`src/rtl/blk_xfer_pkg.sv`:
```
package blk_xfer_pkg;
  typedef enum logic {
    DIR_TO_CARD   = 1'b0,
    DIR_FROM_CARD = 1'b1
  } xfer_dir_e;
endpackage

```
`src/rtl/xfer_count.sv`:
```
module xfer_count #(
  parameter int FIELD_W = 11,
  parameter int CNT_W   = FIELD_W + 1
) (
  input  logic               clk_i,
  input  logic               rst_ni,
  input  logic               len_we_i,
  input  logic [FIELD_W-1:0] len_wdata_i,
  input  logic               cnt_we_i,
  input  logic [FIELD_W-1:0] cnt_wdata_i,
  input  logic               step_i,
  output logic [CNT_W-1:0]   byte_left_o,
  output logic [CNT_W-1:0]   blk_left_o,
  output logic               last_byte_o,
  output logic               xfer_end_o
);
  logic [CNT_W-1:0] blen_q, nblk_q, bcnt_q, kcnt_q;
  logic [CNT_W-1:0] len_dec, cnt_dec;

  assign len_dec     = CNT_W'(len_wdata_i) + CNT_W'(1);
  assign cnt_dec     = CNT_W'(cnt_wdata_i) + CNT_W'(1);
  assign last_byte_o = (bcnt_q == CNT_W'(1));
  assign xfer_end_o  = last_byte_o && (kcnt_q == CNT_W'(1));
  assign byte_left_o = bcnt_q;
  assign blk_left_o  = kcnt_q;

  always_ff @(posedge clk_i or negedge rst_ni) begin
    if (!rst_ni) begin
      blen_q <= '0;
      nblk_q <= '0;
      bcnt_q <= '0;
      kcnt_q <= '0;
    end else begin
      if (len_we_i) blen_q <= len_dec;
      if (cnt_we_i) nblk_q <= cnt_dec;
      // register writes take priority over counting
      if (len_we_i) begin
        bcnt_q <= len_dec;
      end else if (cnt_we_i) begin
        bcnt_q <= blen_q;
      end else if (step_i) begin
        bcnt_q <= last_byte_o ? blen_q : bcnt_q - CNT_W'(1);
      end
      if (cnt_we_i) begin
        kcnt_q <= cnt_dec;
      end else if (step_i && last_byte_o && !len_we_i) begin
        kcnt_q <= xfer_end_o ? nblk_q : kcnt_q - CNT_W'(1);
      end
    end
  end
endmodule

```
`src/rtl/byte_packer.sv`:
```
module byte_packer #(
  parameter int BYTE_W = 8,
  parameter int WORD_W = 2 * BYTE_W
) (
  input  logic              clk_i,
  input  logic              rst_ni,
  input  logic              clear_i,
  input  logic              rx_fire_i,
  input  logic [BYTE_W-1:0] rx_byte_i,
  input  logic              tx_fire_i,
  input  logic              last_byte_i,
  input  logic [WORD_W-1:0] head_i,
  output logic              half_o,
  output logic              push_o,
  output logic [WORD_W-1:0] push_data_o,
  output logic              pop_o,
  output logic [BYTE_W-1:0] tx_byte_o
);
  logic              half_q;
  logic [BYTE_W-1:0] lo_q;
  logic              word_end;

  // a word closes on its upper byte or on the last byte of a block
  assign word_end    = half_q || last_byte_i;
  assign half_o      = half_q;
  assign push_o      = rx_fire_i && word_end;
  assign push_data_o = half_q ? {rx_byte_i, lo_q} : {BYTE_W'(0), rx_byte_i};
  assign pop_o       = tx_fire_i && word_end;
  assign tx_byte_o   = half_q ? head_i[WORD_W-1:BYTE_W] : head_i[BYTE_W-1:0];

  always_ff @(posedge clk_i or negedge rst_ni) begin
    if (!rst_ni) begin
      half_q <= 1'b0;
      lo_q   <= '0;
    end else if (clear_i) begin
      half_q <= 1'b0;
    end else if (rx_fire_i || tx_fire_i) begin
      half_q <= !word_end;
      if (rx_fire_i && !half_q) lo_q <= rx_byte_i;
    end
  end
endmodule

```
`src/rtl/blk_xfer_seq.sv`:
```
module blk_xfer_seq
  import blk_xfer_pkg::*;
#(
  parameter int LEN_FIELD_W = 11,
  parameter int LVL_W       = 6,
  parameter int AF_W        = 5,
  parameter int BYTE_W      = 8,
  parameter int CNT_W       = LEN_FIELD_W + 1,
  parameter int WORD_W      = 2 * BYTE_W
) (
  input  logic                   clk_i,
  input  logic                   rst_ni,
  input  logic                   len_we_i,
  input  logic [LEN_FIELD_W-1:0] len_wdata_i,
  input  logic                   cnt_we_i,
  input  logic [LEN_FIELD_W-1:0] cnt_wdata_i,
  output logic [CNT_W-1:0]       len_rd_o,
  output logic [CNT_W-1:0]       cnt_rd_o,
  input  logic                   cmd_start_i,
  input  logic                   cmd_is_data_i,
  input  logic                   cmd_dir_i,
  input  logic [AF_W-1:0]        af_level_i,
  input  logic [LVL_W-1:0]       fifo_level_i,
  output logic                   fifo_clear_o,
  output logic                   fifo_push_o,
  output logic [WORD_W-1:0]      fifo_push_data_o,
  output logic                   fifo_pop_o,
  input  logic [WORD_W-1:0]      fifo_head_i,
  input  logic                   crd_rx_valid_i,
  input  logic [BYTE_W-1:0]      crd_rx_data_i,
  output logic                   crd_rx_ready_o,
  output logic                   crd_tx_valid_o,
  output logic [BYTE_W-1:0]      crd_tx_data_o,
  input  logic                   crd_tx_ready_i,
  output logic                   active_o,
  output logic                   dir_o,
  output logic                   done_o
);
  logic      active_q, done_q;
  xfer_dir_e dir_q;
  logic      half_w, last_byte_w, xfer_end_w;
  logic      rx_fire, tx_fire, step, below_af;

  assign below_af       = fifo_level_i <= LVL_W'(af_level_i);
  assign crd_rx_ready_o = active_q && (dir_q == DIR_FROM_CARD) && (half_w || below_af);
  assign crd_tx_valid_o = active_q && (dir_q == DIR_TO_CARD) && (fifo_level_i != '0);
  assign rx_fire        = crd_rx_valid_i && crd_rx_ready_o;
  assign tx_fire        = crd_tx_valid_o && crd_tx_ready_i;
  assign step           = rx_fire || tx_fire;
  assign fifo_clear_o   = cmd_start_i && cmd_is_data_i;
  assign active_o       = active_q;
  assign dir_o          = dir_q;
  assign done_o         = done_q;

  xfer_count #(.FIELD_W(LEN_FIELD_W), .CNT_W(CNT_W)) i_count (
    .clk_i       (clk_i),
    .rst_ni      (rst_ni),
    .len_we_i    (len_we_i),
    .len_wdata_i (len_wdata_i),
    .cnt_we_i    (cnt_we_i),
    .cnt_wdata_i (cnt_wdata_i),
    .step_i      (step),
    .byte_left_o (len_rd_o),
    .blk_left_o  (cnt_rd_o),
    .last_byte_o (last_byte_w),
    .xfer_end_o  (xfer_end_w)
  );

  byte_packer #(.BYTE_W(BYTE_W), .WORD_W(WORD_W)) i_pack (
    .clk_i       (clk_i),
    .rst_ni      (rst_ni),
    .clear_i     (fifo_clear_o),
    .rx_fire_i   (rx_fire),
    .rx_byte_i   (crd_rx_data_i),
    .tx_fire_i   (tx_fire),
    .last_byte_i (last_byte_w),
    .head_i      (fifo_head_i),
    .half_o      (half_w),
    .push_o      (fifo_push_o),
    .push_data_o (fifo_push_data_o),
    .pop_o       (fifo_pop_o),
    .tx_byte_o   (crd_tx_data_o)
  );

  always_ff @(posedge clk_i or negedge rst_ni) begin
    if (!rst_ni) begin
      active_q <= 1'b0;
      dir_q    <= DIR_TO_CARD;
      done_q   <= 1'b0;
    end else begin
      done_q <= step && xfer_end_w;
      if (cmd_start_i) begin
        active_q <= cmd_is_data_i;
        if (cmd_is_data_i) dir_q <= xfer_dir_e'(cmd_dir_i);
      end else if (step && xfer_end_w) begin
        active_q <= 1'b0;
      end
    end
  end
endmodule

```
`config.mk`:
```
export PLATFORM = sky130hd
export DESIGN_NAME = blk_xfer_seq
export DESIGN_NICKNAME = d
export VERILOG_FILES = /design/src/rtl/blk_xfer_pkg.sv /design/src/rtl/xfer_count.sv /design/src/rtl/byte_packer.sv /design/src/rtl/blk_xfer_seq.sv
export SDC_FILE = /design/constraint.sdc
export NUM_CORES = 1
export LEC_CHECK = 0
export BUFFER_PORTS_ARGS = -buffer_cell sky130_fd_sc_hd__buf_2
export CAP_MARGIN = 15
export CORE_UTILIZATION = 45
export CTS_CLUSTER_SIZE = 40
export DETAILED_ROUTE_END_ITERATION = 6
export GPL_ROUTABILITY_DRIVEN = 0
export PLACE_DENSITY_LB_ADDON = 0.2
export SLEW_MARGIN = 20
export SYNTH_ARGS = -nofsm -noshare
export SYNTH_HDL_FRONTEND = slang
export SYNTH_SLANG_ARGS = --single-unit
```
`constraint.sdc`:
```
create_clock -name clk_i -period 2.41 [get_ports clk_i]
set_clock_uncertainty 0.1 [all_clocks]
set_input_delay 0.1205 -clock clk_i [delete_from_list [all_inputs] [get_ports clk_i]]
set_output_delay 0.1205 -clock clk_i [all_outputs]
set_load 0.01 [all_outputs]
```
==> results.cfg <==
[synthesis]
synthAdderAreaFrac = 0.03463
ys_seq_area_frac = 0.3778
postSynthCellCount = 438
synth_compound_area_frac = 0.1807
synth_cell_type_count = 60
yosys_most_used_dff = dfrtp_1
synthXorXnorAreaFrac = 0.05069
synth_top_family_by_area = simple AND/OR/NAND/NOR gates
synth-edff-count = 0
synth-simple-area-share = 0.2154
muxShareOfSynthArea = 0.08942
synth.cell_area_sq_um = 3974
synth.avg_cell_area_sq_um = 9.073
yosysWarningCount = 0
synthesis.nets = 515
synthArstFlopShare = 1.000
synth-seq-cells = 60

[sta]
setup_violations = 0
min_period_ps = 2240
tightest_slew_ps = 454.4
rsz0062_at_grt = false
fin_crit_sh = 0.9295
max_freq_ghz = 0.4464
maxSlewViolCount = 0
tns_ps = 0
relSlewSlack = 0.6961
hold_viol = 0

[placed_design]
portBuffers = 121
place_inst = 678
hpwl_um = 8149

[routing]
drtPass1Iterations = 5
final_antenna_net_count = 0
drt_wl_total_um = 10910
via_per_inst = 5.647
drc = 0
drt-initial-drc-count = 188
wl_per_cell_um = 15.45
vias = 3987

[worst_setup_path]
cp-end-kind = register
startpoint_type = register
worstSetupPathType = register to register
worstPathArrival_ps = 2370
cp.required_ps = 2540
crit_path_max_fanout = 7

[floorplan]
dieArea_sq_um = 9210
rows = 33
fp.dieH_um = 95.97
initial_core_util = 0.4741
die_w_um = 95.97
io-pin-count = 122
core_sq_um = 8382

[layout]
diodes = 0
synthToLayoutAreaGrowth_pct = 31.08
most-common-layout-cells = buf_2, dfrtp_1, nor2_1
fin_nets = 674
stdcell_count = 706
utilization = 0.6214
drive_above_1_share = 0.3611
final_common_cell = buf_2
fillers = 732

[cts]
cts_buffer_depth = 2
h-tree-depth = 3
clkTransAtPathRegs_ps = 70
root_buffer = clkbuf_8
post-cts-setup-buffers = 0
cts.sinks = 60
tritoncts = built
clk_latency_ps = 350
cts_buffers = 9

[grt]
track_usage = 0.2500
grt_max_degree = 46
grt-ovfl-total = 0
grt_pass1_wl_um = 17510
grt_pass1_vias = 3684
antenna_found_initial = 0

[status]
status = finished clean

[power_and_ir_drop]
powerDensity_nw_per_um2 = 584.6
vdd_drop_max_v = 0.0003649
power.leakage_nw = 2.423

[job]
maxCapViolations = 0

[worst_hold_path]
hp-class = input port to register
[logic make-up after synthesis]
group | count (synthesis)
xor+xnor | 23
flops | 60
buf+inv | 49
simple gates | 162
fa+ha+maj | 11
mux | 32
compound gates | 101
[registers in the layout (all words and copies together) (netlist names)]
signal               cells
i_pack.lo_q              8
i_count.byte_left_o     12
i_count.blen_q          12
done_o                   1
active_o                 1
i_count.nblk_q          12
i_count.blk_left_o      12
dir_o                    1
i_pack.half_o            1
[Yosys cell counts, drive strengths merged (7+ instances only)]
cell type	instances	area, sq um
inv	25	93.84
and2	9	56.30
nor4	7	65.06
nor3	15	75.07
a211o	7	61.31
nor2	40	150.1
xor2	11	96.34
ha	11	137.6
dfrtp	60	1501
nand2	23	86.33
clkbuf	17	63.81
xnor2	12	105.1
nand3	28	140.1
a21oi	17	85.08
a31oi	10	68.81
o21ai	20	100.1
and3	10	62.56
mux2	28	315.3
[through the flow]
stage	setup WS, ps	hold slack [ps]	instance area (sq um)	total power [mW]
floorplan	99.88	-275.1	3974	1.848
global placement	90.70	-37.12	4898	2.235
detailed placement	10.61	-37.53	4898	2.262
CTS	66.06	2.614	5186	3.061
global route	4.771	25.46	5209	3.216
finish	169.9	15.14	5209	3.045
[what timing repair did]
action                                  in CTS  in global routing
hold buffers                                13                  0
endpoints found under the setup margin       0                 13
resized for setup                            0                  6
hold endpoints to repair                    73                  0
[critical path: stages (launching register included)]
cell,delay (ps)
dfrtp_1,380
inv_1,70
ha_1,140
nor4b_1,220
buf_4,170
and3_2,270
a31oi_2,220
buf_4,220
o311a_1,320
[layer usage]
layer | vias to the layer above | GRT usage | share of wire
met5 | - | 0 | 0
met4 | 0 | 0.09453 | 0.015
met3 | 13 | 0.05450 | 0.060
met2 | 153 | 0.3964 | 0.47
met1 | 1901 | 0.3340 | 0.46
li1 | 1920 | - | -
[final cells by class]
class / count / area, sq um / share of cell area
multi-input cells: 329 / 2291 / 0.4398
flip-flops and latches: 60 / 1501 / 0.2883
repair buffers: 172 / 1033 / 0.1984
well taps: 105 / 131.4 / 0.02522
clock buffers: 10 / 127.6 / 0.02450
inverters: 25 / 93.84 / 0.01802
clock inverters: 5 / 30.03 / 0.005765
[power breakdown]
part | switching (mW) | leakage, nW | internal, mW
sequential | 0.120 | 0.710 | 1.16
combinational | 0.496 | 1.64 | 0.490
clock | 0.414 | 0.0779 | 0.361
[worst paths after layout]
kind | endpoint | startpoint | cells past startpoint | slack (ps)
worst max-delay path | i_count.blk_left_o[8]$_DFFE_PN0P_ | i_count.byte_left_o[1]$_DFFE_PN0P_ | 8 | 170
worst min-delay path | i_count.blen_q[11]$_DFFE_PN0P_ | len_wdata_i[9] | 3 | 20
max in group asynchronous | i_count.nblk_q[2]$_DFFE_PN0P_ | rst_ni | 3 | 1510
min in group asynchronous | i_count.nblk_q[3]$_DFFE_PN0P_ | rst_ni | 2 | 130
worst min register to register | i_count.blen_q[11]$_DFFE_PN0P_ | i_count.blen_q[11]$_DFFE_PN0P_ | 2 | 370
worst max register to register | i_count.blk_left_o[8]$_DFFE_PN0P_ | i_count.byte_left_o[1]$_DFFE_PN0P_ | 8 | 170
No activity file was read; power rests on OpenSTA's default activity.
